===== config.mk =====
export PLATFORM = sky130hd
export DESIGN_NAME = rc5_ir_sender
export DESIGN_NICKNAME = d
export VERILOG_FILES = /design/src/rtl/rc5_ir_sender.sv
export SDC_FILE = /design/constraint.sdc
export NUM_CORES = 1
export LEC_CHECK = 0
export CAP_MARGIN = 15
export CORE_ASPECT_RATIO = 1.2
export CORE_MARGIN = 3
export CORE_UTILIZATION = 30
export DETAILED_ROUTE_END_ITERATION = 6
export PLACE_DENSITY_LB_ADDON = 0.25
export SLEW_MARGIN = 20
export SYNTH_ARGS = -nofsm -noshare
export SYNTH_HDL_FRONTEND = slang
export SYNTH_SLANG_ARGS = --single-unit

===== constraint.sdc =====
create_clock -name clk -period 1.6 [get_ports clk]
set_input_delay 0.32 -clock clk [delete_from_list [all_inputs] [get_ports clk]]
set_output_delay 0.32 -clock clk [all_outputs]
set_load 0.01 [all_outputs]

===== src/rtl/rc5_ir_sender.sv =====
module rc5_ir_sender #(
  parameter int CLK_HZ       = 48_000_000,
  parameter int CARRIER_HZ   = 36_000,
  parameter int BURST_CYCLES = 32,
  parameter int TOGGLE_POS   = 2
) (
  input  logic        clk,
  input  logic        rst_n,
  input  logic        in_valid,
  output logic        in_ready,
  input  logic [13:0] in_word,
  input  logic        in_new_press,
  output logic        ir_out,
  output logic        done,
  output logic        rejected
);
  localparam int FRAME_BITS = 14;
  localparam int CAR_DIV    = (2 * CLK_HZ + CARRIER_HZ) / (2 * CARRIER_HZ);
  localparam int CAR_W      = $clog2(CAR_DIV + 1);
  localparam int PUL_W      = $clog2(BURST_CYCLES + 1);
  localparam int BIT_W      = $clog2(FRAME_BITS + 1);
  localparam logic [CAR_W-1:0] CAR_LAST = CAR_W'(CAR_DIV - 1);
  localparam logic [CAR_W-1:0] CAR_HIGH = CAR_W'(CAR_DIV / 2);
  localparam logic [PUL_W-1:0] PUL_LAST = PUL_W'(BURST_CYCLES - 1);
  localparam logic [BIT_W-1:0] BIT_LAST = BIT_W'(FRAME_BITS - 1);

  logic                  busy, phase, tog_q, done_q, rej_q, next_tog;
  logic [FRAME_BITS-1:0] shreg, frame;
  logic [CAR_W-1:0]      car_cnt;
  logic [PUL_W-1:0]      pul_cnt;
  logic [BIT_W-1:0]      bit_cnt;

  assign in_ready = !busy;
  assign done     = done_q;
  assign rejected = rej_q;
  assign next_tog = in_new_press ? !tog_q : tog_q;
  assign ir_out   = busy && (phase == shreg[0]) && (car_cnt < CAR_HIGH);

  always_comb begin
    frame = in_word;
    frame[FRAME_BITS-1] = 1'b1;
    frame[FRAME_BITS-2] = 1'b1;
    frame[TOGGLE_POS]   = next_tog;
  end

  always_ff @(posedge clk) begin
    if (!rst_n) begin
      busy    <= 1'b0;
      phase   <= 1'b0;
      tog_q   <= 1'b0;
      done_q  <= 1'b0;
      rej_q   <= 1'b0;
      shreg   <= '0;
      car_cnt <= '0;
      pul_cnt <= '0;
      bit_cnt <= '0;
    end else begin
      done_q <= 1'b0;
      rej_q  <= 1'b0;
      if (!busy) begin
        if (in_valid) begin
          if (in_word[0]) begin
            busy    <= 1'b1;
            shreg   <= frame;
            tog_q   <= next_tog;
            phase   <= 1'b0;
            car_cnt <= '0;
            pul_cnt <= '0;
            bit_cnt <= '0;
          end else begin
            rej_q <= 1'b1;
          end
        end
      end else if (car_cnt != CAR_LAST) begin
        car_cnt <= car_cnt + 1'b1;
      end else begin
        car_cnt <= '0;
        if (pul_cnt != PUL_LAST) begin
          pul_cnt <= pul_cnt + 1'b1;
        end else begin
          pul_cnt <= '0;
          phase   <= !phase;
          if (phase) begin
            if (bit_cnt == BIT_LAST) begin
              busy   <= 1'b0;
              done_q <= 1'b1;
            end else begin
              bit_cnt <= bit_cnt + 1'b1;
              shreg   <= shreg >> 1;
            end
          end
        end
      end
    end
  end

  assert_idle_dark_R7: assert property (@(posedge clk) disable iff (!rst_n)
    !busy |-> !ir_out);
  assert_done_single_R8: assert property (@(posedge clk) disable iff (!rst_n)
    done |=> !done);
  assert_done_ends_frame_R8: assert property (@(posedge clk) disable iff (!rst_n)
    $fell(busy) |-> done);
  assert_start_handshake_R1: assert property (@(posedge clk) disable iff (!rst_n)
    $rose(busy) |-> $past(in_valid && in_ready));
  assert_reject_quiet_R4: assert property (@(posedge clk) disable iff (!rst_n)
    rejected |-> (!busy && !ir_out));
  assert_framing_bits_R5: assert property (@(posedge clk) disable iff (!rst_n)
    $rose(busy) |-> (shreg[FRAME_BITS-1] && shreg[FRAME_BITS-2] && shreg[0]));
endmodule


# Yosys cells after proc, flatten, opt, wreduce, memory -nomap -nowiden
# Cells that the tools add are included.
# word_totals
ff_bits,40
output_inout_bits,4
inputBits,18
# classes
bitwise,4
n_lt_le_gt_ge,1
reduce_logical,14
eq_ne,8
n_addsub,3
muxes,38
# ops
op,n
14-bit two-way mux,7
11-bit two-way mux,4
6-bit two-way mux,5
4-bit two-way mux,7
1-bit two-way mux,15
"11-bit by 1-bit adder with 11-bit output, second input constant",1
"11-bit by 10-bit less-than comparator with 1-bit output, second input constant",1
"11-bit inequality test, second input constant",1
"6-bit by 1-bit adder with 6-bit output, second input constant",1
"2-bit inequality test, second input constant",3
"6-bit by 5-bit inequality test with 1-bit output, second input constant",1
3-bit AND reduction,2
6-bit AND reduction,1
5-bit OR reduction,1
"4-bit by 1-bit adder with 4-bit output, second input constant",1
"4-bit == test, second input constant",1
1-bit NOT,4
4-bit AND reduction,1
2-bit nonzero test,2
1-bit logical NOT,3
3-bit OR reduction,1
1-bit logical AND,2
"2-bit by 1-bit inequality test with 1-bit output, second input constant",1
2-bit AND reduction,1
1-bit == test,1

# Logic depth before layout (Yosys ltp)
# depth
depth_word,6
mapped_depth,9

# Least setup slack after synthesis
# OpenSTA, ideal clock, no wires.
# synth_path
path_kind,flip-flop to output port
startpoint,register busy
endpoint,output port ir_out
arrival_time_ns,1.468
required_time_ns,1.280
stages_incl_launch_ff,5
path_slack_ns,-0.188
cell_sequence,dfxtp_1 buf_2 inv_1 clkbuf_1 a2111oi_0
# synth_between
elab_chain_len,2
# synth_rtl
item,line,text
start: declaration,27,"logic busy, phase, tog_q, done_q, rej_q, next_tog;"
start signal: assignment,48,busy <= 1'b0;
start signal: assignment,63,busy <= 1'b1;
start signal: assignment,85,busy <= 1'b0;
1-bit logical AND (2 in a row),37,assign ir_out = busy && (phase == shreg[0]) && (car_cnt < CAR_HIGH);
end: declaration,13,"output logic ir_out,"
# No other way between the ends.

# Final worst setup path
# layout_path
startpoint,register car_cnt[2]
endpoint,output port ir_out
# layout_between
elab_chain_len,2
# layout_rtl
item,line,text
start: declaration,29,logic [CAR_W-1:0] car_cnt;
start signal: assignment,75,car_cnt <= car_cnt + 1'b1;
11-bit by 10-bit less-than comparator with 1-bit output,37,
1-bit logical AND,37,
# No other way between the ends.

==> metrics.md <==
| Metric | Value |
|---|---|
| Slew Limit Fails | `0` |
| GP Congestion | `0.793` |
| DR DRC count | `0` |
| WHS | `approximately 0.46 ns` |
| Cells after synthesis | `258` |
| Clock Latency Late Sink | `a little under 0.3 ns` |
| Site row count | `33` |
| Buf/Inv on CP | `1` |
| Share of layout cells above drive strength 1 | `around two fifths` |
| Area of the core | `0.00694 mm²` |
| Total gr overflow | `0` |
| IO Pins | `22` |
| Area grow syn2layout | `54.6%` |
| Bufs on Longest Clock Path | `2` |
| Shortest period the worst path allows | `approximately 1.8 ns` |
| Top_reg_cell synth | `dfxtp_1` |
| Relative slew slack | `around three quarters` |
| Yosys top cell area share | `a little under two fifths` |
| Post-Syn Nets | `281` |
| Via/cell ratio | `approximately 5.3` |
| Total die area | `0.00830 mm²` |
| Clock Sinks | `40` |
| Total Wirelength | `6.17 mm` |
| Hold path startpoint | `shreg[2]` |
| Tcrit/Tclk final | `113%` |
| Inserted Clock Buffers | `5` |
| Most common cell in the netlist | `nand2_1` |
| Die Y | `approximately 99 µm` |
| Critical Path End Type | `primary output` |
| Largest net degree at the start of global routing | `30` |
| Syn_area_per_cell | `8.42 µm²` |
| Count of final hold-check violations | `0` |
| Synth warn | `0` |
| Die W | `between 80 and 90 µm` |
| Peak supply drop | `between 0.4 and 0.5 mV` |
| Register area share after synthesis | `between 30% and 40%` |
| Leakage | `1.29 nW` |
| Top cells by count, synth | `nand2_1, dfxtp_1, nor2_1, a21oi_1, nand3_1` |
| Syn Std Cell Area | `0.00217 mm²` |
| Synthesized flop and latch total | `40` |
| Tightest Pin Transition | `around 0.4 ns` |
| Initial antenna violation count | `0` |
| Multi-input logic area | `0.00158 mm²` |
| Worst setup path start | `car_cnt[2]` |
| Via Count | `between 2000 and 2500` |
| IO buf count | `18` |
| Worst Skew | `around 0.009 ns` |
| Worst slack at placement | `-0.389 ns` |
| CP max stage cell | `dfxtp_2` |
| Crit path max fanout | `2` |
| HP Class | `reg -> reg` |
| Internal cell power | `0.00166 W` |
| PD cells | `659 mW/mm²` |
| Logic gate share of total power | `15.3%` |
| HPWL after DPL | `between 4 and 5 mm` |
| WS Path Type | `reg -> out` |
| Startpoint Class | `flop` |
| Register share of total power | `46.9%` |
| CP peak stage delay | `between 0.3 and 0.4 ns` |
| First-pass GRT wire length | `10.4 mm` |
| Fill cells | `roughly 660` |
| Synth area leaders | `dfxtp_1, nand2_1, mux2_2, mux2i_1, ha_1` |
| Diode count | `0` |
| Reg2reg start | `car_cnt[7]` |
| Status | `finished with violations` |
| Max-cap violation count | `0` |
| Post-synth EDFFs | `0` |
| Biggest area consumer among synthesized cells | `dfxtp_1` |
| Final WS setup | `-0.204 ns` |
| Worst Path Required | `between 1 and 1.5 ns` |
| Clock transition at path regs | `around 0.080 ns` |
| Clk pwr share | `37.8%` |
| CTS Root Cell | `clkbuf_8` |
| Starting Density | `a little under a third` |
| All-Layer GR Usage | `~15%` |
| Final setup fails | `29` |
| CP top delay family | `compound AO/OA/AOI/OAI gates` |
| Worst path cell trace | `o211ai_1, nand2_1, a21o_1, a2111oi_2, buf_2` |
| Count of cell types in the netlist | `52` |
| Drt first pass iters | `5` |
| Area taken by flip-flops and latches | `slightly above 800 µm²` |
| Vias in the first global route | `~2200` |
| ANT nets after route | `0` |
| Post-synthesis async set-or-reset flop share | `0%` |
| Wire per inst | `14.8 µm` |
| Failing checks | `setup timing` |
| RSZ-0062 raised after global routing | `yes` |
| Worst endpoint data arrival time | `roughly 1.5 ns` |
| Switch Pwr | `between 0.0005 and 0.0006 W` |
| Nets | `approximately 350` |
| Switching part of the total | `between 20% and 30%` |
| Achievable Freq | `approximately 550 MHz` |
| Initial drt markers | `82` |
| CTS tree | `done` |
| H-tree depth | `2` |
| Hold buffers post-CTS | `0` |
[registers in the layout, indices dropped and copies added (netlist names)]
register	flops
tog_q	1
shreg	14
pul_cnt	6
busy	1
bit_cnt	4
rejected	1
phase	1
done	1
car_cnt	11
[worst register-to-register path, delay by kind of cell, from the launching register on]
| kind | cells | cell delay, ns |
|---|---|---|
| buf+inv | 2 | 0.31 |
| flops | 1 | 0.33 |
| compound gates | 1 | 0.18 |
| simple gates | 3 | 0.90 |
[timing repair]
action                                  in CTS  in global routing
gates cloned                                 1                  1
gates resized for setup                     42                 56
pin swaps                                   20                 18
endpoints found under the setup margin      30                 35
setup buffers                                6                  4
[cell type report]
| type | count | share of cell area (%) |
|---|---|---|
| Multi-Input combinational cell | 197 | 46.9 |
| Sequential cell | 40 | 24.1 |
| Timing Repair Buffer | 78 | 21.8 |
| Tap cell | 87 | 3.24 |
| Clock buffer | 6 | 2.16 |
| Clock inverter | 2 | 1.04 |
| Inverter | 6 | 0.745 |
[cell families after synthesis]
kind of cell	after synthesis	share of synthesized area (%)
AO/OA/AOI/OAI	57	17.7
adder cells (fa/ha/maj)	5	2.88
buffers and inverters	21	4.72
XOR/XNOR	3	1.21
flip-flops	40	36.9
AND/OR/NAND/NOR	111	26.3
multiplexers	21	10.3
[cells in the final DEF (no fill, tap or decap), types with 4 or more instances in the layout]
master	netlist	routed
buf_6	1	17
inv_1	6	4
nor2_1	13	12
a21oi_2	0	4
mux2_2	10	10
clkdlybuf4s50_1	0	16
buf_4	0	40
mux2i_1	11	11
a31oi_1	9	6
a21oi_1	12	7
nand3_1	12	8
o21ai_0	10	4
dfxtp_2	0	7
dfxtp_1	40	33
nand2_1	46	44
clkbuf_8	0	5
[power by group through the flow]
| stage | clock, W | sequential [W] | combinational [W] |
|---|---|---|---|
| 4_1_cts | 0.000861 | 0.00104 | 0.000301 |
| 2_1_floorplan | 0 | 0.00106 | 0.000154 |
| 6_report | 0.000836 | 0.00104 | 0.000339 |
| 3_5_place_dp | 0 | 0.00106 | 0.000281 |
| 3_3_place_gp | 0 | 0.00106 | 0.000280 |
| 5_1_grt | 0.000908 | 0.00104 | 0.000371 |
[per-layer routing]
metal	GRT usage, %	up-vias	wire, µm
met1	18.3	1055	2680
met3	3.07	11	222
met4	5.45	0	106
met5	0	-	0
li1	-	1087	-
met2	26.3	53	3170
[final timing paths]
kind	endpoint	slack, ns	cells after the start
worst max-delay path	ir_out	-0.20	5
worst min-delay path	shreg[2]	0.46	2
worst max register to register	pul_cnt[4]	-0.18	6
worst min register to register	shreg[2]	0.46	2
[metrics by stage]
step	instances	total power (W)	utilization, %	setup TNS, ns	instance area (µm²)
2_1_floorplan	258	0.00121	-	-0.460	2180
3_3_place_gp	396	0.00134	39.9	-2.92	2770
3_5_place_dp	396	0.00134	39.9	-3.25	2770
4_1_cts	411	0.00220	44.4	-1.96	3080
5_1_grt	416	0.00232	48.4	-4.97	3360
6_report	416	0.00221	48.4	-2.22	3360
Power figures use the tool's default switching activity.
